<file path="src/rtl/ovs_pkg.sv">
package ovs_pkg;

  // Strobes passed from the window control to the datapath
  typedef struct packed {
    logic clearAcc;    // drop the partial sum
    logic addSample;   // fold sample into the sum, window continues
    logic emitResult;  // fold sample, scale, load result, clear sum
  } ovsStrobe_t;

  // Map a raw select code onto the legal exponent range 1..maxLog2
  function automatic int unsigned clampRatio(input int unsigned sel,
                                             input int unsigned maxLog2);
    if (sel == 0) return 1;
    if (sel > maxLog2) return maxLog2;
    return sel;
  endfunction

endpackage

</file>
<file path="src/rtl/ovs_shifter.sv">
// Logarithmic right shifter with a selectable fill bit (arithmetic or logical)
module ovs_shifter #(
  parameter int W    = 24,
  parameter int SH_W = 4
) (
  input  logic [W-1:0]    dataIn,
  input  logic [SH_W-1:0] shAmt,
  input  logic            fill,
  output logic [W-1:0]    dataOut
);

  logic [W-1:0] stage [SH_W+1];

  assign stage[0] = dataIn;

  for (genvar i = 0; i < SH_W; i++) begin : g_stage
    localparam int STEP = (1 << i);
    if (STEP < W) begin : g_part
      assign stage[i+1] = shAmt[i] ? {{STEP{fill}}, stage[i][W-1:STEP]} : stage[i];
    end else begin : g_full
      assign stage[i+1] = shAmt[i] ? {W{fill}} : stage[i];
    end
  end

  assign dataOut = stage[SH_W];

endmodule

</file>
<file path="src/rtl/ovs_control.sv">
// Window control: counts accepted samples, detects ratio changes, issues strobes
module ovs_control
  import ovs_pkg::*;
#(
  parameter int MAX_LOG2 = 12,
  parameter int SEL_W    = 4
) (
  input  logic             clk,
  input  logic             rstN,
  input  logic             sampleValid,
  input  logic [SEL_W-1:0] ratioSel,
  input  logic             restart,
  output ovsStrobe_t       strobe,
  output logic [SEL_W-1:0] nEff,
  output logic             resultValid
);

  logic [SEL_W-1:0]    ratioPrev;
  logic [MAX_LOG2-1:0] sampleCnt;
  logic [MAX_LOG2-1:0] lastCount;
  logic                ratioChanged;
  logic                isLast;
  logic                dropWindow;

  assign nEff = SEL_W'(clampRatio(int'(ratioSel), MAX_LOG2));

  // lastCount = 2^nEff - 1 as a thermometer mask
  always_comb begin
    for (int i = 0; i < MAX_LOG2; i++) begin
      lastCount[i] = (i < int'(nEff));
    end
  end

  assign ratioChanged = (ratioSel != ratioPrev);
  assign dropWindow   = restart | ratioChanged;
  assign isLast       = (sampleCnt == lastCount);

  always_comb begin
    strobe            = '0;
    strobe.clearAcc   = dropWindow;
    strobe.addSample  = sampleValid & ~dropWindow & ~isLast;
    strobe.emitResult = sampleValid & ~dropWindow & isLast;
  end

  always_ff @(posedge clk or negedge rstN) begin
    if (!rstN) begin
      sampleCnt   <= '0;
      ratioPrev   <= '0;
      resultValid <= 1'b0;
    end else begin
      ratioPrev   <= ratioSel;
      resultValid <= strobe.emitResult;
      if (strobe.clearAcc || strobe.emitResult) begin
        sampleCnt <= '0;
      end else if (strobe.addSample) begin
        sampleCnt <= sampleCnt + 1'b1;
      end
    end
  end

endmodule

</file>
<file path="src/rtl/ovs_datapath.sv">
// Accumulator, shift schedule and result register
module ovs_datapath
  import ovs_pkg::*;
#(
  parameter int SAMPLE_W = 12,
  parameter int MAX_LOG2 = 12,
  parameter int RESULT_W = 16,
  parameter int SEL_W    = 4
) (
  input  logic                clk,
  input  logic                rstN,
  input  ovsStrobe_t          strobe,
  input  logic [SAMPLE_W-1:0] sampleIn,
  input  logic                diffMode,
  input  logic [SEL_W-1:0]    nEff,
  output logic [RESULT_W-1:0] result
);

  localparam int ACC_W = SAMPLE_W + MAX_LOG2;
  localparam int GROW  = RESULT_W - SAMPLE_W;

  logic [ACC_W-1:0]  acc;
  logic [ACC_W-1:0]  sampleExt;
  logic [ACC_W-1:0]  accSum;
  logic [ACC_W-1:0]  scaled;
  logic [SEL_W-1:0]  shiftAmt;
  logic              signBit;

  assign signBit   = diffMode & sampleIn[SAMPLE_W-1];
  assign sampleExt = {{MAX_LOG2{signBit}}, sampleIn};
  assign accSum    = acc + sampleExt;

  // No shift until the sum outgrows the result; then n - GROW
  assign shiftAmt = (nEff > SEL_W'(GROW)) ? (nEff - SEL_W'(GROW)) : '0;

  ovs_shifter #(
    .W    (ACC_W),
    .SH_W (SEL_W)
  ) u_shift (
    .dataIn  (accSum),
    .shAmt   (shiftAmt),
    .fill    (diffMode & accSum[ACC_W-1]),
    .dataOut (scaled)
  );

  always_ff @(posedge clk or negedge rstN) begin
    if (!rstN) begin
      acc    <= '0;
      result <= '0;
    end else begin
      if (strobe.clearAcc) begin
        acc <= '0;
      end else if (strobe.emitResult) begin
        acc    <= '0;
        result <= scaled[RESULT_W-1:0];
      end else if (strobe.addSample) begin
        acc <= accSum;
      end
    end
  end

endmodule

</file>
<file path="src/rtl/ovs_avg.sv">
// Top: oversampling accumulate-and-shift averager
module ovs_avg
  import ovs_pkg::*;
#(
  parameter int SAMPLE_W = 12,
  parameter int MAX_LOG2 = 12,
  parameter int RESULT_W = 16,
  parameter int SEL_W    = $clog2(MAX_LOG2 + 1)
) (
  input  logic                clk,
  input  logic                rstN,
  input  logic [SAMPLE_W-1:0] sampleIn,
  input  logic                sampleValid,
  input  logic [SEL_W-1:0]    ratioSel,
  input  logic                diffMode,
  input  logic                restart,
  output logic [RESULT_W-1:0] result,
  output logic                resultValid
);

  ovsStrobe_t       strobe;
  logic [SEL_W-1:0] nEff;

  ovs_control #(
    .MAX_LOG2 (MAX_LOG2),
    .SEL_W    (SEL_W)
  ) u_ctrl (
    .clk         (clk),
    .rstN        (rstN),
    .sampleValid (sampleValid),
    .ratioSel    (ratioSel),
    .restart     (restart),
    .strobe      (strobe),
    .nEff        (nEff),
    .resultValid (resultValid)
  );

  ovs_datapath #(
    .SAMPLE_W (SAMPLE_W),
    .MAX_LOG2 (MAX_LOG2),
    .RESULT_W (RESULT_W),
    .SEL_W    (SEL_W)
  ) u_dp (
    .clk      (clk),
    .rstN     (rstN),
    .strobe   (strobe),
    .sampleIn (sampleIn),
    .diffMode (diffMode),
    .nEff     (nEff),
    .result   (result)
  );

endmodule

</file>
<file path="config.mk">
export PLATFORM = sky130hd
export DESIGN_NAME = ovs_avg
export DESIGN_NICKNAME = d
export VERILOG_FILES = /design/src/rtl/ovs_pkg.sv /design/src/rtl/ovs_shifter.sv /design/src/rtl/ovs_control.sv /design/src/rtl/ovs_datapath.sv /design/src/rtl/ovs_avg.sv
export SDC_FILE = /design/constraint.sdc
export NUM_CORES = 1
export LEC_CHECK = 0
export ABC_AREA = 1
export CORE_AREA = 2 2 101 103
export DETAILED_ROUTE_END_ITERATION = 8
export DIE_AREA = 0 0 103 105
export DONT_BUFFER_PORTS = 1
export GPL_TIMING_DRIVEN = 0
export PLACE_DENSITY = 0.76
export SYNTH_ARGS = -nofsm -noshare
export SYNTH_HDL_FRONTEND = slang
export SYNTH_SLANG_ARGS = --single-unit
</file>
<file path="constraint.sdc">
create_clock -name clk -period 2.1 [get_ports clk]
set_input_delay 0.21 -clock clk [delete_from_list [all_inputs] [get_ports clk]]
set_output_delay 0.21 -clock clk [all_outputs]
set_load 0.005 [all_outputs]
</file>
==> impl_metrics.env, run 1 <==
export IMPL_layout_commonest_cell="nand2_1"
export IMPL_antenna_found_initial=0
export IMPL_syn_instance_count=900
export IMPL_cts_buffer_depth=2
export IMPL_r2r_start="u_dp.acc[0]$_DFFE_PN0P_"
export IMPL_ys_seq_area_share_pct=25.7
export IMPL_crit_family="simple AND/OR/NAND/NOR gates"
export IMPL_hp_class="input port to flip-flop"
export IMPL_reg2reg_slack_ns=-0.32
export IMPL_maxCapViolCount=0
export IMPL_drtPass1Iterations=7
export IMPL_die_h_microns=105
export IMPL_final_cell_mix="223 x nand2_1, 108 x nand3_1, 101 x inv_1"
export IMPL_grt_ovfl_total=0
export IMPL_required_ns=2.41
export IMPL_async_reset_ff_share_pct=100
export IMPL_syn_num_nets=936
export IMPL_syn_area_sq_um=5550
export IMPL_min_delay_path_depth=2
export IMPL_max_stage_delay_ns=0.38
export IMPL_finalNetCount=980
export IMPL_diodes=0
export IMPL_worstHoldStart="sampleValid"
export IMPL_cts_tree="done"
export IMPL_io_pins=38
export IMPL_via_per_inst=6.11
export IMPL_setup_ws_ns=-0.323
export IMPL_design_die_area_sq_um=10800
export IMPL_crit_chain="ha_2, inv_2, fa_2, nor2_4, nor2_4, inv_2, nand3_1, nand3b_1, nand3_2, nand3_1, nand3_1, nand3_1, nand3_2, nand2_1"
export IMPL_avgSynthCellArea_sq_um=6.17
export IMPL_max_freq_mhz=413
export IMPL_design_area_sq_um=7160
export IMPL_synth_top_area_cell="dfrtp_1"
export IMPL_dr_wl_met2_mm=9.28
export IMPL_drt_initial_drc_count=738
export IMPL_ir_drop_uv=311
export IMPL_period_minus_slack_ns=2.42
export IMPL_synth_area_top_cells="dfrtp_1 26%, nand2_1 18%, nand3_1 16%"
export IMPL_slew_violations=0
export IMPL_start_util_pct=57.6
export IMPL_clock_sinks=57
export IMPL_setup_violations=16
export IMPL_top_layer="met4"
export IMPL_grt_max_degree=58
export IMPL_synth_top_cell_area_share_pct=25.7
export IMPL_p_leak_nw=3.52
export IMPL_powerDensity_nw_per_um2=433
export IMPL_ant_nets=0
export IMPL_clockRootBuffer="clkbuf_8"
export IMPL_cpMostUsedCell="nand3_1"
export IMPL_ys_warnings_count=0
export IMPL_worstRegToRegCells=14
export IMPL_vias=6607
export IMPL_globalRouteTotalUtil_pct=34.5
export IMPL_ys_types=48
export IMPL_place_gp_congestion=0.985
export IMPL_synth_edf_count=0
export IMPL_crit_fanout=3
export IMPL_worstReg2RegEnd="u_dp.result[0]$_DFFE_PN0P_"
export IMPL_clk_pin_slew_worst_paths_ns=0.08
export IMPL_status="finished, violations left"
export IMPL_worst_path_buf_inv=2
export IMPL_layout_drive_gt1_share_pct=26.6
export IMPL_finalCritPeriodShare_pct=115
export IMPL_violations="negative setup slack"
export IMPL_rows=36
export IMPL_maxSlewHeadroom_pct=47.2
export IMPL_drt_wl_total_mm=19.6
export IMPL_cp_end_kind="flip-flop"
export IMPL_die_w_microns=103
export IMPL_postPlaceCellArea_sq_um=5720
export IMPL_hpwl_mm=13.3
export IMPL_final_hold_violation_count=0
export IMPL_core_area_sq_um=9640
export IMPL_wire_per_inst_microns=18.1
export IMPL_dr_wl_met3_mm=1.69
export IMPL_tightestPinTransition_ns=0.793
export IMPL_fillers=802
export IMPL_wl_met1_mm=7.91
export IMPL_power_mw=3.10
export IMPL_startpoint_type="flip-flop"
export IMPL_grt_setup_unrepaired="true"
export IMPL_synth_seq_cells=57
export IMPL_grt_pass1_vias=5972
export IMPL_port_buffer_count=0
export IMPL_htreeDepth=3
export IMPL_crit_type="flip-flop to flip-flop"
export IMPL_drc_errors=0
export IMPL_clkLatencyLatePin_ns=0.38
export IMPL_worst_hold_path_endpoint="u_ctrl.sampleCnt[10]$_DFFE_PN0P_"
export IMPL_pre_cts_slack_ns=-0.499
export IMPL_grt_pass1_wl_mm=29.1
export IMPL_skew_ns=0.0117
export IMPL_area_delta_synth_final_pct=28.9
export IMPL_cts_buffers=9
export IMPL_yosys_most_used_dff="dfrtp_1"
export IMPL_crit_slowest_cell="fa_2"
export IMPL_cp_arrival_ns=2.74
sequential cells by signal (all words and copies together) (netlist names):
register and cells:
u_ctrl.resultValid 1, u_ctrl.sampleCnt 12, u_dp.result 16, u_ctrl.ratioPrev 4, u_dp.acc 24
worst reg2reg max path, cell delays in order, from the launching register on:
cell and delay (ns):
dfrtp_1 0.36, ha_2 0.19, inv_2 0.04, fa_2 0.38
nor2_4 0.13, nor2_4 0.07, inv_2 0.07, nand3_1 0.11
nand3b_1 0.28, nand3_2 0.15, nand3_1 0.15, nand3_1 0.15
nand3_1 0.13, nand3_2 0.10, nand2_1 0.08
per-stage QoR:
stage / setup TNS [ns] / util (%) / std cells / hold slack [ns]
after floorplan: 0 / - / 900 / -0.0856
after global placement: -7.07 / 59.4 / 1033 / -0.0843
after detailed placement: -8.66 / 59.4 / 1033 / -0.0843
after CTS: -2.73 / 67.5 / 1070 / 0.0117
after global routing: -5.99 / 74.3 / 1082 / 0.0417
final: -4.31 / 74.3 / 1082 / 0.00780
Yosys cell counts (all sizes together), types with 8 or more instances:
| master | instances |
|---|---|
| clkbuf | 8 |
| dfrtp | 57 |
| ha | 14 |
| buf | 23 |
| xor2 | 18 |
| nand4 | 17 |
| nand2 | 265 |
| nor3 | 10 |
| inv | 114 |
| nor2 | 62 |
| o21ai | 46 |
| nand3 | 186 |
| o22ai | 12 |
| a21oi | 27 |
logic make-up after synthesis:
| group | after synthesis | synth area share [%] |
|---|---|---|
| AO/OA/AOI/OAI | 101 | 10.6 |
| XOR/XNOR | 19 | 3.00 |
| flip-flops | 57 | 25.7 |
| AND/OR/NAND/NOR | 560 | 45.8 |
| buffers and inverters | 148 | 11.4 |
| adder cells (fa/ha/maj) | 15 | 3.51 |
how the worst max path moves through the flow:
stage                                   to  cells after the start                     from  slack, ns
2_1_floorplan  u_dp.result[10]$_DFFE_PN0P_                     17  u_dp.acc[0]$_DFFE_PN0P_       0.01
3_3_place_gp   u_dp.result[10]$_DFFE_PN0P_                     17  u_dp.acc[0]$_DFFE_PN0P_      -0.46
3_5_place_dp    u_dp.result[5]$_DFFE_PN0P_                     13  u_dp.acc[0]$_DFFE_PN0P_      -0.50
4_1_cts         u_dp.result[0]$_DFFE_PN0P_                     13  u_dp.acc[0]$_DFFE_PN0P_      -0.26
5_1_grt        u_dp.result[10]$_DFFE_PN0P_                     17  u_dp.acc[6]$_DFFE_PN0P_      -0.42
6_report        u_dp.result[0]$_DFFE_PN0P_                     14  u_dp.acc[0]$_DFFE_PN0P_      -0.32
report_power, final:
part | internal [mW] | switching [mW]
registers | 1.11 | 0.0222
logic | 0.280 | 0.545
clock network | 0.555 | 0.589
per-layer routing:
metal / up-vias / GRT usage [%]
li1: 3066 / -
met1: 3072 / 46.7
met2: 381 / 54.6
met3: 88 / 5.95
met4: 0 / 12.4
met5: - / 0
area by class of cell:
type	count	area [sq um]	share of cell area [%]
Multi-Input combinational cell	695	4410	61.5
Sequential cell	57	1430	19.9
Inverter	117	447	6.24
Timing Repair Buffer	34	310	4.33
Buffer	30	203	2.83
Tap cell	133	166	2.32
Clock buffer	9	124	1.73
Clock inverter	7	78.8	1.10
repair_timing:
item / CTS / global route
gates resized for setup: 90 / 125
pin swaps: 43 / 45
setup endpoints to repair: 40 / 48
hold endpoints to repair: 61 / 0
buffers inserted: 15 / 13
hold buffers: 6 / 0
Power figures use the tool's default switching activity.
==> run 2, diff against run 1 <==
--- a/config.mk
+++ b/config.mk
@@ -6,12 +6,14 @@
 export NUM_CORES = 1
 export LEC_CHECK = 0
 export ABC_AREA = 1
-export CORE_AREA = 2 2 101 103
+export CELL_PAD_IN_SITES_DETAIL_PLACEMENT = 0
+export CELL_PAD_IN_SITES_GLOBAL_PLACEMENT = 2
+export CORE_AREA = 2 2 135 137
 export DETAILED_ROUTE_END_ITERATION = 8
-export DIE_AREA = 0 0 103 105
+export DIE_AREA = 0 0 137 139
 export DONT_BUFFER_PORTS = 1
 export GPL_TIMING_DRIVEN = 0
-export PLACE_DENSITY = 0.76
+export PLACE_DENSITY_LB_ADDON = 0.1
 export SYNTH_ARGS = -nofsm -noshare
 export SYNTH_HDL_FRONTEND = slang
 export SYNTH_SLANG_ARGS = --single-unit
==> run 2 against run 1 <==
The run still ends with negative setup slack left. Sequential cell count stayed put. Sequential share of layout area is 0.40 points higher. Die area is 76% higher. Setup slack better by 0.087 ns. Via count is 7.9% lower. Maximum frequency is 3.7% higher. Clock power is 50% higher. Power is 16% higher. Routed wire length is 7.1% higher. Critical path depth is 3 higher.
==> impl_metrics.env, run 2 (synthesis gave the netlist of run 1 again) <==
export IMPL_vias=6082
export IMPL_p_int_mw=2.42
export IMPL_drt_wl_total_mm=21.0
export IMPL_finalCritPeriodShare_pct=111
export IMPL_final_cell_mix="234 x nand2_1, 128 x nand3_1, 101 x inv_1"
export IMPL_cts_buffers=9
export IMPL_p_leak_nw=3.38
export IMPL_die_h_microns=139
export IMPL_crit_type="flip-flop to flip-flop"
export IMPL_grt_ovfl_total=0
export IMPL_drc_errors=0
export IMPL_globalRouteTotalUtil_pct=22.5
export IMPL_grt_pass1_vias=6077
export IMPL_ir_drop_uv=394
export IMPL_min_delay_path_depth=2
export IMPL_violations="negative setup slack"
export IMPL_place_gp_congestion=0.858
export IMPL_worstRegToRegCells=17
export IMPL_design_area_sq_um=7020
export IMPL_layout_drive_gt1_share_pct=21.8
export IMPL_required_ns=2.34
export IMPL_powerDensity_nw_per_um2=514
export IMPL_diodes=0
export IMPL_port_buffer_count=0
export IMPL_r2r_start="u_dp.acc[0]$_DFFE_PN0P_"
export IMPL_clk_pin_slew_worst_paths_ns=0.06
export IMPL_area_delta_synth_final_pct=26.4
export IMPL_layout_commonest_cell="nand2_1"
export IMPL_top_regs="u_dp.acc x24, u_dp.result x16, u_ctrl.sampleCnt x12"
export IMPL_instances_no_fill=1164
export IMPL_pre_cts_slack_ns=-0.647
export IMPL_clock_sinks=57
export IMPL_grt_pass1_wl_mm=33.1
export IMPL_power_frac_clock_pct=47.3
export IMPL_period_minus_slack_ns=2.34
export IMPL_io_pins=38
export IMPL_cts_buffer_depth=2
export IMPL_p_seq_share_pct=31.5
export IMPL_swShare_pct=33.0
export IMPL_setup_ws_ns=-0.236
export IMPL_grt_setup_unrepaired="true"
export IMPL_cp_arrival_ns=2.57
export IMPL_ant_nets=0
export IMPL_largest_reg_flops=24
export IMPL_cp_startpoint="u_dp.acc[0]$_DFFE_PN0P_"
export IMPL_regMostFlops="u_dp.acc"
export IMPL_finish_utilization_pct=39.8
export IMPL_maxCapViolCount=0
export IMPL_dpl_cell_count=1129
export IMPL_postPlaceCellArea_sq_um=5840
export IMPL_design_die_area_sq_um=19000
export IMPL_status="finished, violations left"
export IMPL_cp_end_kind="flip-flop"
export IMPL_drtPass1Iterations=5
export IMPL_combPwrFrac_pct=21.3
export IMPL_startpoint_type="flip-flop"
export IMPL_max_freq_mhz=428
export IMPL_power_mw=3.61
export IMPL_finalNetCount=966
export IMPL_core_area_sq_um=17700
export IMPL_crit_fanout=4
export IMPL_worstHoldStart="sampleValid"
export IMPL_reg2reg_slack_ns=-0.24
export IMPL_clkLatencyLatePin_ns=0.35
export IMPL_die_w_microns=137
export IMPL_grt_max_degree=58
export IMPL_tightestPinTransition_ns=0.662
export IMPL_start_util_pct=31.5
export IMPL_hpwl_mm=16.2
export IMPL_clockRootBuffer="clkbuf_16"
export IMPL_rows=49
export IMPL_p_switching_mw=1.19
export IMPL_cts_tree="done"
export IMPL_htreeDepth=3
export IMPL_via_per_inst=5.23
export IMPL_drt_initial_drc_count=458
export IMPL_slew_violations=0
export IMPL_skew_ns=0.0100
export IMPL_hp_class="input port to flip-flop"
export IMPL_maxSlewHeadroom_pct=55.9
export IMPL_final_hold_violation_count=0
export IMPL_antenna_found_initial=0
export IMPL_wire_per_inst_microns=18.1
export IMPL_setup_violations=35
-- run 2: repair_timing --
action,in CTS,in global routing
setup endpoints to repair,47,47
hold buffers,6,0
buffers inserted,8,6
resized for setup,97,59
hold endpoints to repair,61,0
pin swaps,39,25
-- run 2: power by group through the flow --
| stage | combinational (mW) | sequential (mW) | clock (mW) |
|---|---|---|---|
| floorplan | 0.442 | 1.15 | 0 |
| global placement | 0.601 | 1.15 | 0 |
| detailed placement | 0.601 | 1.15 | 0 |
| CTS | 0.714 | 1.13 | 1.74 |
| global route | 0.844 | 1.14 | 1.80 |
| finish | 0.767 | 1.14 | 1.71 |
-- run 2: final cells by class --
type / instances / area, sq um
buffer: 30 / 200
clock buffer: 9 / 225
clock inverter: 7 / 103
fill: 1917 / 10600
inverter: 117 / 445
multi-input combinational: 695 / 4140
sequential: 57 / 1430
tap: 229 / 287
timing repair buffer: 20 / 195
-- run 2: routing by layer --
| layer | wire (microns) | vias up | GRT usage [%] |
|---|---|---|---|
| met3 | 711 | 16 | 3.73 |
| met1 | 10200 | 2906 | 31.1 |
| met4 | 243 | 0 | 4.50 |
| met5 | 0 | - | 0 |
| li1 | - | 3045 | - |
| met2 | 9920 | 115 | 36.7 |
-- run 2: critical path, stage by stage, from the launching register on --
cell     delay, ns
dfrtp_1       0.39
ha_2          0.18
buf_4         0.13
buf_4         0.12
nand2_1       0.09
nand2_1       0.09
nand3_1       0.09
nand2_2       0.09
nand3_2       0.12
nand2_2       0.10
nand2_1       0.09
nand2_1       0.05
nand2_1       0.13
nand3_1       0.12
nand3_1       0.18
nand3_1       0.11
nand3_2       0.12
nand2_1       0.05
-- run 2: path summary, 6_finish.rpt --
check,end
setup / recovery,u_dp.result[15]$_DFFE_PN0P_
hold / removal,u_ctrl.sampleCnt[10]$_DFFE_PN0P_
setup reg to reg,u_dp.result[15]$_DFFE_PN0P_
hold reg to reg,u_dp.acc[2]$_DFFE_PN0P_
max in group asynchronous,u_ctrl.sampleCnt[6]$_DFFE_PN0P_
min in group asynchronous,u_dp.acc[19]$_DFFE_PN0P_
-- run 2: per-stage QoR --
stage | TNS [ns] | hold slack [ns]
floorplan | 0 | -0.0856
global placement | -12.99 | -0.0829
detailed placement | -13.36 | -0.0823
CTS | -3.59 | 0.0215
global route | -8.35 | 0.0723
finish | -3.44 | 0.0322
==> run 3, diff against run 2 <==
--- a/config.mk
+++ b/config.mk
@@ -8,9 +8,9 @@
 export ABC_AREA = 1
 export CELL_PAD_IN_SITES_DETAIL_PLACEMENT = 0
 export CELL_PAD_IN_SITES_GLOBAL_PLACEMENT = 2
-export CORE_AREA = 2 2 135 137
+export CORE_AREA = 2 2 124 126
 export DETAILED_ROUTE_END_ITERATION = 8
-export DIE_AREA = 0 0 137 139
+export DIE_AREA = 0 0 126 128
 export DONT_BUFFER_PORTS = 1
 export GPL_TIMING_DRIVEN = 0
 export PLACE_DENSITY_LB_ADDON = 0.1
==> constraint.sdc (replaced) <==
create_clock -name clk -period 2.91 [get_ports clk]
set_input_delay 0.291 -clock clk [delete_from_list [all_inputs] [get_ports clk]]
set_output_delay 0.291 -clock clk [all_outputs]
set_load 0.005 [all_outputs]
==> run 3 against run 2 <==
The flow now finishes without violations. Maximum frequency shrank 15%. First-iteration DRC count fell by 14%. Largest power group unchanged. Combinational power fell by 40%. Clock power is 31% lower. Sequential cell count did not move. Via count down 0.77%. Register-to-register slack gained 0.38 ns. Non-clock buffer count fell by 13. Cell count shrank 4.6%. Routed wire length decreased by 7.2%. Core utilization increased by 1.9 points. Sequential power is 28% lower.
==> impl_metrics.env, run 3 (synthesis gave the netlist of run 1 again) <==
export IMPL_status="completed"
export IMPL_wire_per_inst_microns=17.6
export IMPL_vias=6035
export IMPL_r2r_start="u_dp.acc[0]$_DFFE_PN0P_"
export IMPL_place_gp_congestion=0.915
export IMPL_grt_ovfl_total=0
export IMPL_die_h_microns=128
export IMPL_instances_no_fill=1110
export IMPL_dpl_cell_count=1088
export IMPL_design_area_sq_um=6190
export IMPL_grt_max_degree=58
export IMPL_start_util_pct=37.4
export IMPL_cts_tree="done"
export IMPL_crit_fanout=4
export IMPL_cp_arrival_ns=3.00
export IMPL_period_minus_slack_ns=2.76
export IMPL_grt_pass1_vias=5893
export IMPL_port_buffer_count=0
export IMPL_tightestPinTransition_ns=0.674
export IMPL_drt_initial_drc_count=395
export IMPL_max_freq_mhz=362
export IMPL_clock_sinks=57
export IMPL_via_per_inst=5.44
export IMPL_p_leak_nw=3.19
export IMPL_ir_drop_uv=243
export IMPL_globalRouteTotalUtil_pct=25.0
export IMPL_layout_drive_gt1_share_pct=6.72
export IMPL_cts_buffers=9
export IMPL_finish_utilization_pct=41.7
export IMPL_clockRootBuffer="clkbuf_16"
export IMPL_layout_commonest_cell="nand2_1"
export IMPL_drc_errors=0
export IMPL_final_cell_mix="263 x nand2_1, 182 x nand3_1, 113 x inv_1"
export IMPL_ant_nets=0
export IMPL_postPlaceCellArea_sq_um=5790
export IMPL_regMostFlops="u_dp.acc"
export IMPL_startpoint_type="flip-flop"
export IMPL_required_ns=3.15
export IMPL_grt_pass1_wl_mm=31.4
export IMPL_design_die_area_sq_um=16100
export IMPL_top_regs="u_dp.acc x24, u_dp.result x16, u_ctrl.sampleCnt x12"
export IMPL_core_area_sq_um=14900
export IMPL_io_pins=38
export IMPL_maxSlewHeadroom_pct=54.7
export IMPL_finalCritPeriodShare_pct=94.9
export IMPL_die_w_microns=126
export IMPL_diodes=0
export IMPL_clkLatencyLatePin_ns=0.35
export IMPL_drtPass1Iterations=6
export IMPL_htreeDepth=3
export IMPL_worstRegToRegCells=13
export IMPL_reg2reg_slack_ns=0.15
export IMPL_power_mw=2.46
export IMPL_area_delta_synth_final_pct=11.5
export IMPL_post_cts_setup_buffer_count=0
export IMPL_min_delay_path_depth=2
export IMPL_drt_wl_total_mm=19.5
export IMPL_largest_reg_flops=24
export IMPL_crit_type="flip-flop to flip-flop"
export IMPL_rows=45
export IMPL_cp_end_kind="flip-flop"
export IMPL_antenna_found_initial=0
export IMPL_hpwl_mm=15.6
export IMPL_worst_hold_path_endpoint="u_ctrl.sampleCnt[10]$_DFFE_PN0P_"
export IMPL_clk_pin_slew_worst_paths_ns=0.06
export IMPL_slew_violations=0
export IMPL_hp_class="input port to flip-flop"
export IMPL_worstHoldStart="sampleValid"
export IMPL_cts_buffer_depth=2
export IMPL_finalNetCount=953
export IMPL_final_hold_violation_count=0
export IMPL_skew_ns=0.00571
export IMPL_maxCapViolCount=0
export IMPL_powerDensity_nw_per_um2=398
export IMPL_worstReg2RegEnd="u_dp.result[5]$_DFFE_PN0P_"
export IMPL_setup_violations=0
==> run 3: cell count changes in the layout (fill, tap and decap cells not counted), sizes merged <==
cell and delta:
buf -13
==> run 3: repair_timing <==
| item | in CTS | in global routing |
|---|---|---|
| hold endpoints to repair | 61 | 0 |
| endpoints found under the setup margin | 0 | 7 |
| gates resized for setup | 0 | 3 |
| hold buffers | 6 | 0 |
==> run 3: worst max-delay path, cell delays in order (launching register included) <==
cell     delay, ns
dfrtp_1       0.35
ha_1          0.16
inv_1         0.05
fa_1          0.45
nor2_1        0.19
nor2_2        0.08
o21ai_0       0.38
nand2_1       0.20
nand3_1       0.18
nand3_1       0.11
nand3_1       0.13
nand3_1       0.14
a21oi_2       0.19
nor2_1        0.05
==> run 3: worst max-delay path by stage <==
stage / slack, ns / start / end
4_1_cts: 0.13 / u_dp.acc[0]$_DFFE_PN0P_ / u_dp.result[12]$_DFFE_PN0P_
2_1_floorplan: 0.77 / u_dp.acc[0]$_DFFE_PN0P_ / u_dp.result[9]$_DFFE_PN0P_
5_1_grt: -0.009 / u_dp.acc[0]$_DFFE_PN0P_ / u_dp.result[5]$_DFFE_PN0P_
3_3_place_gp: 0.08 / sampleIn[11] / u_dp.result[15]$_DFFE_PN0P_
3_5_place_dp: 0.14 / u_dp.acc[0]$_DFFE_PN0P_ / u_dp.result[12]$_DFFE_PN0P_
6_report: 0.15 / u_dp.acc[0]$_DFFE_PN0P_ / u_dp.result[5]$_DFFE_PN0P_
==> run 3: routing by layer <==
layer  part of all wire [%]  up-vias  GRT usage, %
met4                    2.2        0          8.92
met5                      0        -             0
met1                     47     2856          34.2
li1                       -     3003             -
met2                     46      148          40.8
met3                    4.1       28          3.05
==> run 3: cell type report <==
| type | instances | area (sq um) |
|---|---|---|
| Clock buffer | 9 | 225 |
| Sequential cell | 57 | 1430 |
| Buffer | 31 | 196 |
| Tap cell | 188 | 235 |
| Inverter | 117 | 439 |
| Clock inverter | 7 | 93.8 |
| Timing Repair Buffer | 6 | 77.6 |
| Fill cell | 1672 | 8670 |
| Multi-Input combinational cell | 695 | 3500 |
==> run 3: where the power goes <==
group | leakage, nW | switching (mW) | total (mW) | internal, mW
Clock | 0.152 | 0.436 | 1.18 | 0.749
Combinational | 2.25 | 0.319 | 0.461 | 0.142
Sequential | 0.786 | 0.0144 | 0.819 | 0.805
Total | 3.19 | 0.769 | 2.46 | 1.70
==> run 3: metrics by stage <==
step	TNS (ns)	setup slack [ns]	hold slack, ns
after floorplan	0	0.773	-0.00459
after global placement	0	0.0766	-0.00283
after detailed placement	0	0.144	-0.00284
after CTS	0	0.127	0.122
after global routing	-0.00914	-0.00914	0.154
final	0	0.147	0.127
